$ cat config.mk
export PLATFORM = sky130hd
export DESIGN_NAME = irq_event_agg
export DESIGN_NICKNAME = d
export VERILOG_FILES = /design/src/rtl/irq_event_agg_pkg.sv /design/src/rtl/irq_event_srcmap.sv /design/src/rtl/irq_event_status.sv /design/src/rtl/irq_event_mask.sv /design/src/rtl/irq_event_agg.sv
export SDC_FILE = /design/constraint.sdc
export NUM_CORES = 1
export LEC_CHECK = 0
export ABC_AREA = 1
export BUFFER_PORTS_ARGS = -buffer_cell sky130_fd_sc_hd__buf_4
export CAP_MARGIN = 20
export CELL_PAD_IN_SITES_DETAIL_PLACEMENT = 2
export CELL_PAD_IN_SITES_GLOBAL_PLACEMENT = 2
export CORE_ASPECT_RATIO = 1.1
export CORE_MARGIN = 10
export CORE_UTILIZATION = 24
export CTS_CLUSTER_SIZE = 30
export DETAILED_ROUTE_END_ITERATION = 8
export GPL_ROUTABILITY_DRIVEN = 0
export GPL_TIMING_DRIVEN = 0
export HOLD_SLACK_MARGIN = 0.05
export PLACE_DENSITY_LB_ADDON = 0.1
export SLEW_MARGIN = 20
export SYNTH_ARGS = -nofsm -noshare
export SYNTH_HDL_FRONTEND = slang
export SYNTH_SLANG_ARGS = --single-unit
export TNS_END_PERCENT = 30
$ cat constraint.sdc
create_clock -name clk -period 1.76 [get_ports clk]
set_input_delay 0.44 -clock clk [delete_from_list [all_inputs] [get_ports clk]]
set_output_delay 0.44 -clock clk [all_outputs]
set_load 0.01 [all_outputs]
$ cat src/rtl/irq_event_agg_pkg.sv
package irq_event_agg_pkg;
   localparam int unsigned WORD_W = 32;

   // Build a bit vector with ones over [lo, lo+cnt).
   function automatic logic [WORD_W-1:0] span_bits(input int unsigned lo, input int unsigned cnt);
      logic [WORD_W-1:0] v;
      v = '0;
      for (int unsigned i = 0; i < WORD_W; i++) begin
         if (i >= lo && i < lo + cnt) v[i] = 1'b1;
      end
      return v;
   endfunction
endpackage

$ cat src/rtl/irq_event_srcmap.sv
module irq_event_srcmap
   import irq_event_agg_pkg::*;
#(
   parameter int unsigned CTO_POS    = 15,
   parameter int unsigned INTX_BASE  = 16,
   parameter int unsigned INTX_LINES = 4,
   parameter int unsigned MSG_BASE   = 24,
   parameter int unsigned NUM_MSG    = 5
) (
   input  logic                  cpl_timeout_i,
   input  logic [NUM_MSG-1:0]    msg_evt_i,
   input  logic [INTX_LINES-1:0] intx_assert_i,
   input  logic [INTX_LINES-1:0] intx_deassert_i,
   output logic [WORD_W-1:0]     set_o
);
   initial begin
      if (CTO_POS >= INTX_BASE) $error("completion-timeout position overlaps INTx field");
      if (INTX_BASE + 2*INTX_LINES > MSG_BASE) $error("INTx field overlaps message field");
      if (MSG_BASE + NUM_MSG > WORD_W) $error("message field exceeds word");
   end

   logic [WORD_W-1:0] intx_v, msg_v, cto_v;

   // Interleaved INTx: assert at even offset, deassert at odd offset.
   for (genvar n = 0; n < WORD_W; n++) begin : g_bit
      if (n >= INTX_BASE && n < INTX_BASE + 2*INTX_LINES) begin : g_intx
         if (((n - INTX_BASE) % 2) == 0) begin : g_as
            assign intx_v[n] = intx_assert_i[(n - INTX_BASE)/2];
         end else begin : g_de
            assign intx_v[n] = intx_deassert_i[(n - INTX_BASE)/2];
         end
      end else begin : g_nointx
         assign intx_v[n] = 1'b0;
      end
      if (n >= MSG_BASE && n < MSG_BASE + NUM_MSG) begin : g_msg
         assign msg_v[n] = msg_evt_i[n - MSG_BASE];
      end else begin : g_nomsg
         assign msg_v[n] = 1'b0;
      end
      if (n == CTO_POS) begin : g_cto
         assign cto_v[n] = cpl_timeout_i;
      end else begin : g_nocto
         assign cto_v[n] = 1'b0;
      end
   end

   assign set_o = intx_v | msg_v | cto_v;
endmodule

$ cat src/rtl/irq_event_status.sv
module irq_event_status
   import irq_event_agg_pkg::*;
#(
   parameter logic [WORD_W-1:0] VALID = '1
) (
   input  logic              clk,
   input  logic              rst_n,
   input  logic [WORD_W-1:0] set_i,
   input  logic [WORD_W-1:0] clr_i,
   output logic [WORD_W-1:0] status_o
);
   logic [WORD_W-1:0] status_q;

   // New events override a same-cycle clear.
   always_ff @(posedge clk or negedge rst_n) begin
      if (!rst_n) status_q <= '0;
      else        status_q <= ((status_q & ~clr_i) | set_i) & VALID;
   end

   assign status_o = status_q;


   set_sticks_chk: assert property (@(posedge clk) disable iff (!rst_n)
      ((set_i & VALID) != '0) |=> ((status_q & $past(set_i & VALID)) == $past(set_i & VALID)));

   drop_needs_clear_chk: assert property (@(posedge clk) disable iff (!rst_n)
      1'b1 |=> ((~status_q & $past(status_q) & ~$past(clr_i)) == '0));
endmodule

$ cat src/rtl/irq_event_mask.sv
module irq_event_mask
   import irq_event_agg_pkg::*;
#(
   parameter logic [WORD_W-1:0] VALID = '1
) (
   input  logic              clk,
   input  logic              rst_n,
   input  logic [WORD_W-1:0] en_i,
   input  logic [WORD_W-1:0] dis_i,
   output logic [WORD_W-1:0] mask_o
);
   logic [WORD_W-1:0] mask_q;

   always_ff @(posedge clk or negedge rst_n) begin
      if (!rst_n) mask_q <= VALID;
      else        mask_q <= ((mask_q & ~en_i) | dis_i) & VALID;
   end

   assign mask_o = mask_q;


   enable_clears_chk: assert property (@(posedge clk) disable iff (!rst_n)
      (en_i != '0 && dis_i == '0) |=> ((mask_q & $past(en_i)) == '0));

   disable_sets_chk: assert property (@(posedge clk) disable iff (!rst_n)
      ((dis_i & VALID) != '0) |=> ((mask_q & $past(dis_i & VALID)) == $past(dis_i & VALID)));

   mask_hold_chk: assert property (@(posedge clk) disable iff (!rst_n)
      (en_i == '0 && dis_i == '0) |=> $stable(mask_q));
endmodule

$ cat src/rtl/irq_event_agg.sv
module irq_event_agg
   import irq_event_agg_pkg::*;
#(
   parameter int unsigned ADDR_W     = 12,
   parameter int unsigned STAT_OFF   = 12'h4C0,
   parameter int unsigned MASK_OFF   = 12'h4C4,
   parameter int unsigned EN_OFF     = 12'h4C8,
   parameter int unsigned DIS_OFF    = 12'h4CC,
   parameter int unsigned CTO_POS    = 15,
   parameter int unsigned INTX_BASE  = 16,
   parameter int unsigned INTX_LINES = 4,
   parameter int unsigned MSG_BASE   = 24,
   parameter int unsigned NUM_MSG    = 5
) (
   input  logic                  clk,
   input  logic                  rst_n,
   input  logic [ADDR_W-1:0]     addr_i,
   input  logic [WORD_W-1:0]     wdata_i,
   input  logic                  wr_i,
   input  logic                  rd_i,
   output logic [WORD_W-1:0]     rdata_o,
   input  logic                  cpl_timeout_i,
   input  logic [NUM_MSG-1:0]    msg_evt_i,
   input  logic [INTX_LINES-1:0] intx_assert_i,
   input  logic [INTX_LINES-1:0] intx_deassert_i,
   output logic                  irq_o
);
   localparam logic [WORD_W-1:0] VALID =
      span_bits(CTO_POS, 1) | span_bits(INTX_BASE, 2*INTX_LINES) | span_bits(MSG_BASE, NUM_MSG);
   localparam logic [ADDR_W-1:0] A_STAT = ADDR_W'(STAT_OFF);
   localparam logic [ADDR_W-1:0] A_MASK = ADDR_W'(MASK_OFF);
   localparam logic [ADDR_W-1:0] A_EN   = ADDR_W'(EN_OFF);
   localparam logic [ADDR_W-1:0] A_DIS  = ADDR_W'(DIS_OFF);

   initial begin
      if (STAT_OFF == MASK_OFF || EN_OFF == DIS_OFF || STAT_OFF == EN_OFF || STAT_OFF == DIS_OFF
          || MASK_OFF == EN_OFF || MASK_OFF == DIS_OFF)
         $error("register offsets must be distinct");
      if (DIS_OFF >= (1 << ADDR_W)) $error("offset beyond address width");
   end

   logic [WORD_W-1:0] set_vec, clr_vec, en_vec, dis_vec, status_w, mask_w;
   logic              irq_q;

   irq_event_srcmap #(
      .CTO_POS(CTO_POS), .INTX_BASE(INTX_BASE), .INTX_LINES(INTX_LINES),
      .MSG_BASE(MSG_BASE), .NUM_MSG(NUM_MSG)
   ) u_srcmap (
      .cpl_timeout_i(cpl_timeout_i), .msg_evt_i(msg_evt_i),
      .intx_assert_i(intx_assert_i), .intx_deassert_i(intx_deassert_i),
      .set_o(set_vec)
   );

   assign clr_vec = (wr_i && addr_i == A_STAT) ? wdata_i : '0;
   assign en_vec  = (wr_i && addr_i == A_EN)   ? (wdata_i & VALID) : '0;
   assign dis_vec = (wr_i && addr_i == A_DIS)  ? (wdata_i & VALID) : '0;

   irq_event_status #(.VALID(VALID)) u_status (
      .clk(clk), .rst_n(rst_n), .set_i(set_vec), .clr_i(clr_vec), .status_o(status_w)
   );

   irq_event_mask #(.VALID(VALID)) u_mask (
      .clk(clk), .rst_n(rst_n), .en_i(en_vec), .dis_i(dis_vec), .mask_o(mask_w)
   );

   always_comb begin
      rdata_o = '0;
      if (rd_i) begin
         if (addr_i == A_STAT)      rdata_o = status_w;
         else if (addr_i == A_MASK) rdata_o = mask_w;
      end
   end

   always_ff @(posedge clk or negedge rst_n) begin
      if (!rst_n) irq_q <= 1'b0;
      else        irq_q <= |(status_w & ~mask_w);
   end

   assign irq_o = irq_q;


   irq_rise_cause_chk: assert property (@(posedge clk) disable iff (!rst_n)
      $rose(irq_o) |-> ($past(status_w) != '0));

   irq_masked_low_chk: assert property (@(posedge clk) disable iff (!rst_n)
      ($past(mask_w) == VALID) |-> !irq_o);
endmodule

After elaboration in Yosys (flattened, before gate mapping). Cells that the tools add are included.

$add $sub $neg: 0. Multipliers: 0. Div/mod/pow operators: 0. Order comparisons: 0. Eq/ne operators: 4. Shifts and indexed selects: 0. Mux-type cells: 6. Bitwise gates (word level): 10. Reduce and logical (&&, ||, !) cells: 4.

Operators with widths (number): 29-bit two-way mux (4); 32-bit two-way mux (2); 29-bit AND (2); 29-bit NOT (2); 29-bit OR (2); 12-bit by 11-bit equality test with 1-bit output, second input constant (4); 29-bit by 32-bit AND with 32-bit output (1); 29-bit NOT with 32-bit output (1); 32-bit OR reduction (1); 24-bit by 29-bit OR with 29-bit output (1); 29-bit by 16-bit OR with 29-bit output (1); 1-bit logical AND (3).

Bits in registers: 29. Bits in latches: 0. Memory bits (writable): 0. Memory bits (read-only): 0. Output and inout port bits: 33. Logic and storage cells: 27. Memories: 0.

Depth between registers and ports, before layout.
Depth after elaboration: 6. Depth in mapped cells: 9. Mapped depth without buffers: 7.

By module. Synthesis repeated with hierarchy kept, for this count alone.

Cells, all modules: 522. Area, all modules: 3054.2 µm².

Modules (own cells, without submodules): irq_event_agg (instances 1, cells an instance 311, area each 1393.8 µm²); irq_event_mask (instances 1, cells an instance 89, area each 716.9 µm²); irq_event_status (instances 1, cells an instance 89, area each 699.4 µm²); irq_event_srcmap (instances 1, cells an instance 33, area each 244.0 µm²).

Least setup slack after synthesis. Ideal clock, no wire load.

Kind: in2out. From: input addr_i[5]. To: output rdata_o[22]. Arrival time: 1.290 ns. Required time: 1.320 ns. Setup slack: 0.030 ns. Cell stages on the path: 7. Buffers on the path: 2. Cells stage by stage: nor2_1 -> nand2_1 -> nor2_2 -> buf_6 -> buf_6 -> nand4_1 -> a21oi_1.

Word-level cells in the longest chain between the ends: 4.

RTL lines: start, declared (line irq_event_agg.sv:17) `input logic [ADDR_W-1:0] addr_i,`; 12-bit by 11-bit equality test with 1-bit output (line irq_event_agg.sv:70) `else if (addr_i == A_MASK) rdata_o = mask_w;`; 29-bit two-way mux (line irq_event_agg.sv:70); 32-bit two-way mux * (line irq_event_agg.sv:69) `if (addr_i == A_STAT) rdata_o = status_w;`; 32-bit two-way mux * (line irq_event_agg.sv:68) `if (rd_i) begin`; end, declared (line irq_event_agg.sv:21) `output logic [WORD_W-1:0] rdata_o,`.

Every way passes the cells marked *; elsewhere a longest branch is shown, timed or not.

Worst setup path after layout.
From: input addr_i[4]. To: output rdata_o[17].

The elaborated chain is that of the path after synthesis.

==> results.md <==
- Status: finished with violations
- Failing checks: negative setup slack
- Setup TNS: -2476 ps
- Post-CTS Hold Fix Bufs: 0
- Area growth syn-to-layout: 46.96%
- Multi-input gate area: 996.0 sq um
- Post-Synth Adder-Cell Area: 0%
- Number of synthesized register bits: 29
- Hold Path Class: input port to async pin
- CTS root buf: clkbuf_8
- Combinational share of power: 17.2%
- Post-layout minimum cycle time: 1991 ps
- Seq/Total Area, Yosys: 37.64%
- Reg clk slew, reported paths: 70 ps
- Clk pwr share: a little under two fifths
- Final worst slack: -231.2 ps
- R2R cell count: 3
- FF-to-FF setup slack: 580 ps
- Storage cell area: about 740 sq um
- DRC viols: 0
- Starting Density: 24.82%
- Total gr overflow: 0
- HPWL Detailed: 6.085 mm
- Area contributors post-synth: dfrtp_1 19%, dfstp_2 19%, nand4_1 13%
- Final WL: 8.517 mm
- CP max FO: 6
- Area of the mapped netlist: 1974 sq um
- Total GRT Usage: 13.86%
- Iter 0 DRT Violations: 41
- Post-Synth Simple-Gate Area: 36.88%
- IO Port Bufs: 58
- Seq pwr share: 45.6%
- Most frequent cells in the layout: 85 x buf_4, 59 x nand2_1, 42 x nand4_1, 31 x inv_1, 29 x nand3_1
- Post-Syn Instances: approximately 270
- Achievable Freq: approximately 0.5 GHz
- Final period utilization: 113.1%
- Worst VDD drop: 0.2344 mV
- Pint: 0.001061 W
- RSZ-0062 raised after global routing: true
- Share of the synthesized area in the top cell type: 19.01%
- Die W: 106.5 um
- Number of diodes: 0
- Cts bufs inserted: 5
- WHS: 90.19 ps
- CP Class: input port to output port
- Yosys top cell by area: dfrtp_1
- Synth unique cells: 21
- RR Endpoint: irq_o$_DFF_PN0_
- # IOs: 95
- Mean Syn Cell Area: about 7.3 sq um
- Vias in the first global route: between 2000 and 2500
- Final Max Tran Viols: 0
- Die Ht: 115.1 um
- Mux contribution to synthesized area: 0%
- Largest net degree at the start of global routing: 30
- Worst setup EP type: output port
- Leak Pwr: ~1.5 nW
- DRT Pass-1 Iters: 4
- Die Area: 12260 sq um
- Crit path required time: 1320 ps
- Yosys warning count: 0
- Max Cap Viol: 0
- Post-DRT Antenna Nets: 0
- Synth Area in XOR/XNOR: 0%
- Synth Area in Compound Gates: 5.767%
- # setup viols final: 14
- Initial antenna violation count: 0
- Slew @ Worst Pin: 614.1 ps
- R2r startpoint: u_mask.mask_o[24]$_DFF_PN1_
- Pwr dens: slightly above 500 nW/um^2
- Critical Path AT: 1550 ps
- Slew headroom: 59.06%
- First-pass GRT wire length: 13.48 mm
- H-tree Lvls: 2
- P_sw: 0.0004107 W
- CTS Buffer Depth: 2
- Final Hold Viols: 0
- Sw Ratio: 27.91%
- CTS tree: yes
- Clock Skew: 8.371 ps
- Clk_lat worst skew: between 200 and 300 ps
- WL per Instance: around 18 um
- Detailed-route via count: 2175
- Final nets: 421
- Most common cell after layout, fill and taps aside: buf_4
- Sink Count: 29
- Startpoint Class: input port
- Largest family of logic cells by synthesized area: simple AND/OR/NAND/NOR gates
- Share of cells above drive strength 1: roughly two fifths
- Core area: 7955 sq um
- Num rows: 34
- Vias/cell: 4.647
- Number of fillers in the final layout: 967
## synthesized netlist by cell type (all sizes together)
| cell type | n |
|---|---|
| nand2 | 63 |
| nand4 | 42 |
| inv | 34 |
| buf | 33 |
| nand3 | 29 |
| dfrtp | 15 |
| a21oi | 14 |
| dfstp | 14 |
| nor2 | 11 |
| o22ai | 7 |
| clkbuf | 3 |
| nor3 | 2 |
| and2 | 1 |
| conb | 1 |
## cell families (layout without fill, tap and decap cells)
kind of cell | Yosys count | in the layout
simple gates | 148 | 148
flops | 29 | 29
compound gates | 21 | 21
other cells | 1 | 18
buf+inv | 70 | 144
## state kept, by name, summed over array words and instances (netlist names)
name and flops:
u_mask.mask_o 14, u_status.status_o 14, irq_o 1
## worst max-delay path, cell delays in order
cell and delay [ps]:
buf_6 90, nor2_4 100, nand2_2 70, nor2_4 120, buf_6 150, buf_8 130, nand4_1 100, a21oi_2 190
buf_4 140
## what timing repair did
action / CTS / global route
setup buffers: 5 / 2
resized for setup: 32 / 7
setup endpoints to repair: 14 / 14
pin swaps: 9 / 8
cloned: 1 / 0
## routing by layer
layer | vias up | share of wire, % | GRT usage [%]
met5 | - | 0 | 0
met4 | 0 | 0.52 | 2.710
met3 | 5 | 3.9 | 2.966
met2 | 51 | 51 | 24.67
met1 | 1070 | 45 | 16.85
li1 | 1049 | - | -
## how the worst max path moves through the flow
| stage | from | endpoint | slack (ps) | cells past startpoint |
|---|---|---|---|---|
| 2_1_floorplan | addr_i[5] | rdata_o[22] | 30 | 7 |
| 3_3_place_gp | addr_i[0] | rdata_o[24] | -370 | 8 |
| 3_5_place_dp | addr_i[0] | rdata_o[26] | -380 | 8 |
| 4_1_cts | addr_i[10] | rdata_o[24] | -220 | 10 |
| 5_1_grt | addr_i[4] | rdata_o[17] | -300 | 9 |
| 6_report | addr_i[4] | rdata_o[17] | -230 | 9 |
## metrics by stage
| stage | total power, W | setup slack [ps] | cells | area [sq um] | utilization (%) |
|---|---|---|---|---|---|
| 2_1_floorplan | 0.0007795 | 30.33 | 286 | 2038 | - |
| 3_3_place_gp | 0.0009065 | -374.7 | 452 | 2609 | 32.79 |
| 3_5_place_dp | 0.0009093 | -383.2 | 452 | 2609 | 32.79 |
| 4_1_cts | 0.001493 | -224.5 | 466 | 2860 | 35.95 |
| 5_1_grt | 0.001541 | -302.4 | 468 | 2902 | 36.47 |
| 6_report | 0.001472 | -231.2 | 468 | 2902 | 36.47 |
## power groups by stage
stage | logic (W) | registers, W | clock network (W)
detailed placement | 0.000226 | 0.000683 | 0
CTS | 0.000247 | 0.000671 | 0.000575
global route | 0.000278 | 0.000672 | 0.000591
finish | 0.000253 | 0.000672 | 0.000547
floorplan | 0.0000968 | 0.000683 | 0
global placement | 0.000224 | 0.000683 | 0
## area by class of cell
cell class | instances | share of cell area (%)
multi-input combinational | 187 | 34.33
sequential | 29 | 25.61
timing repair buffer | 66 | 18.28
buffer | 36 | 9.789
tap | 108 | 4.657
inverter | 34 | 4.485
clock buffer | 6 | 2.501
clock inverter | 2 | 0.3450
Power figures use the tool's default switching activity.
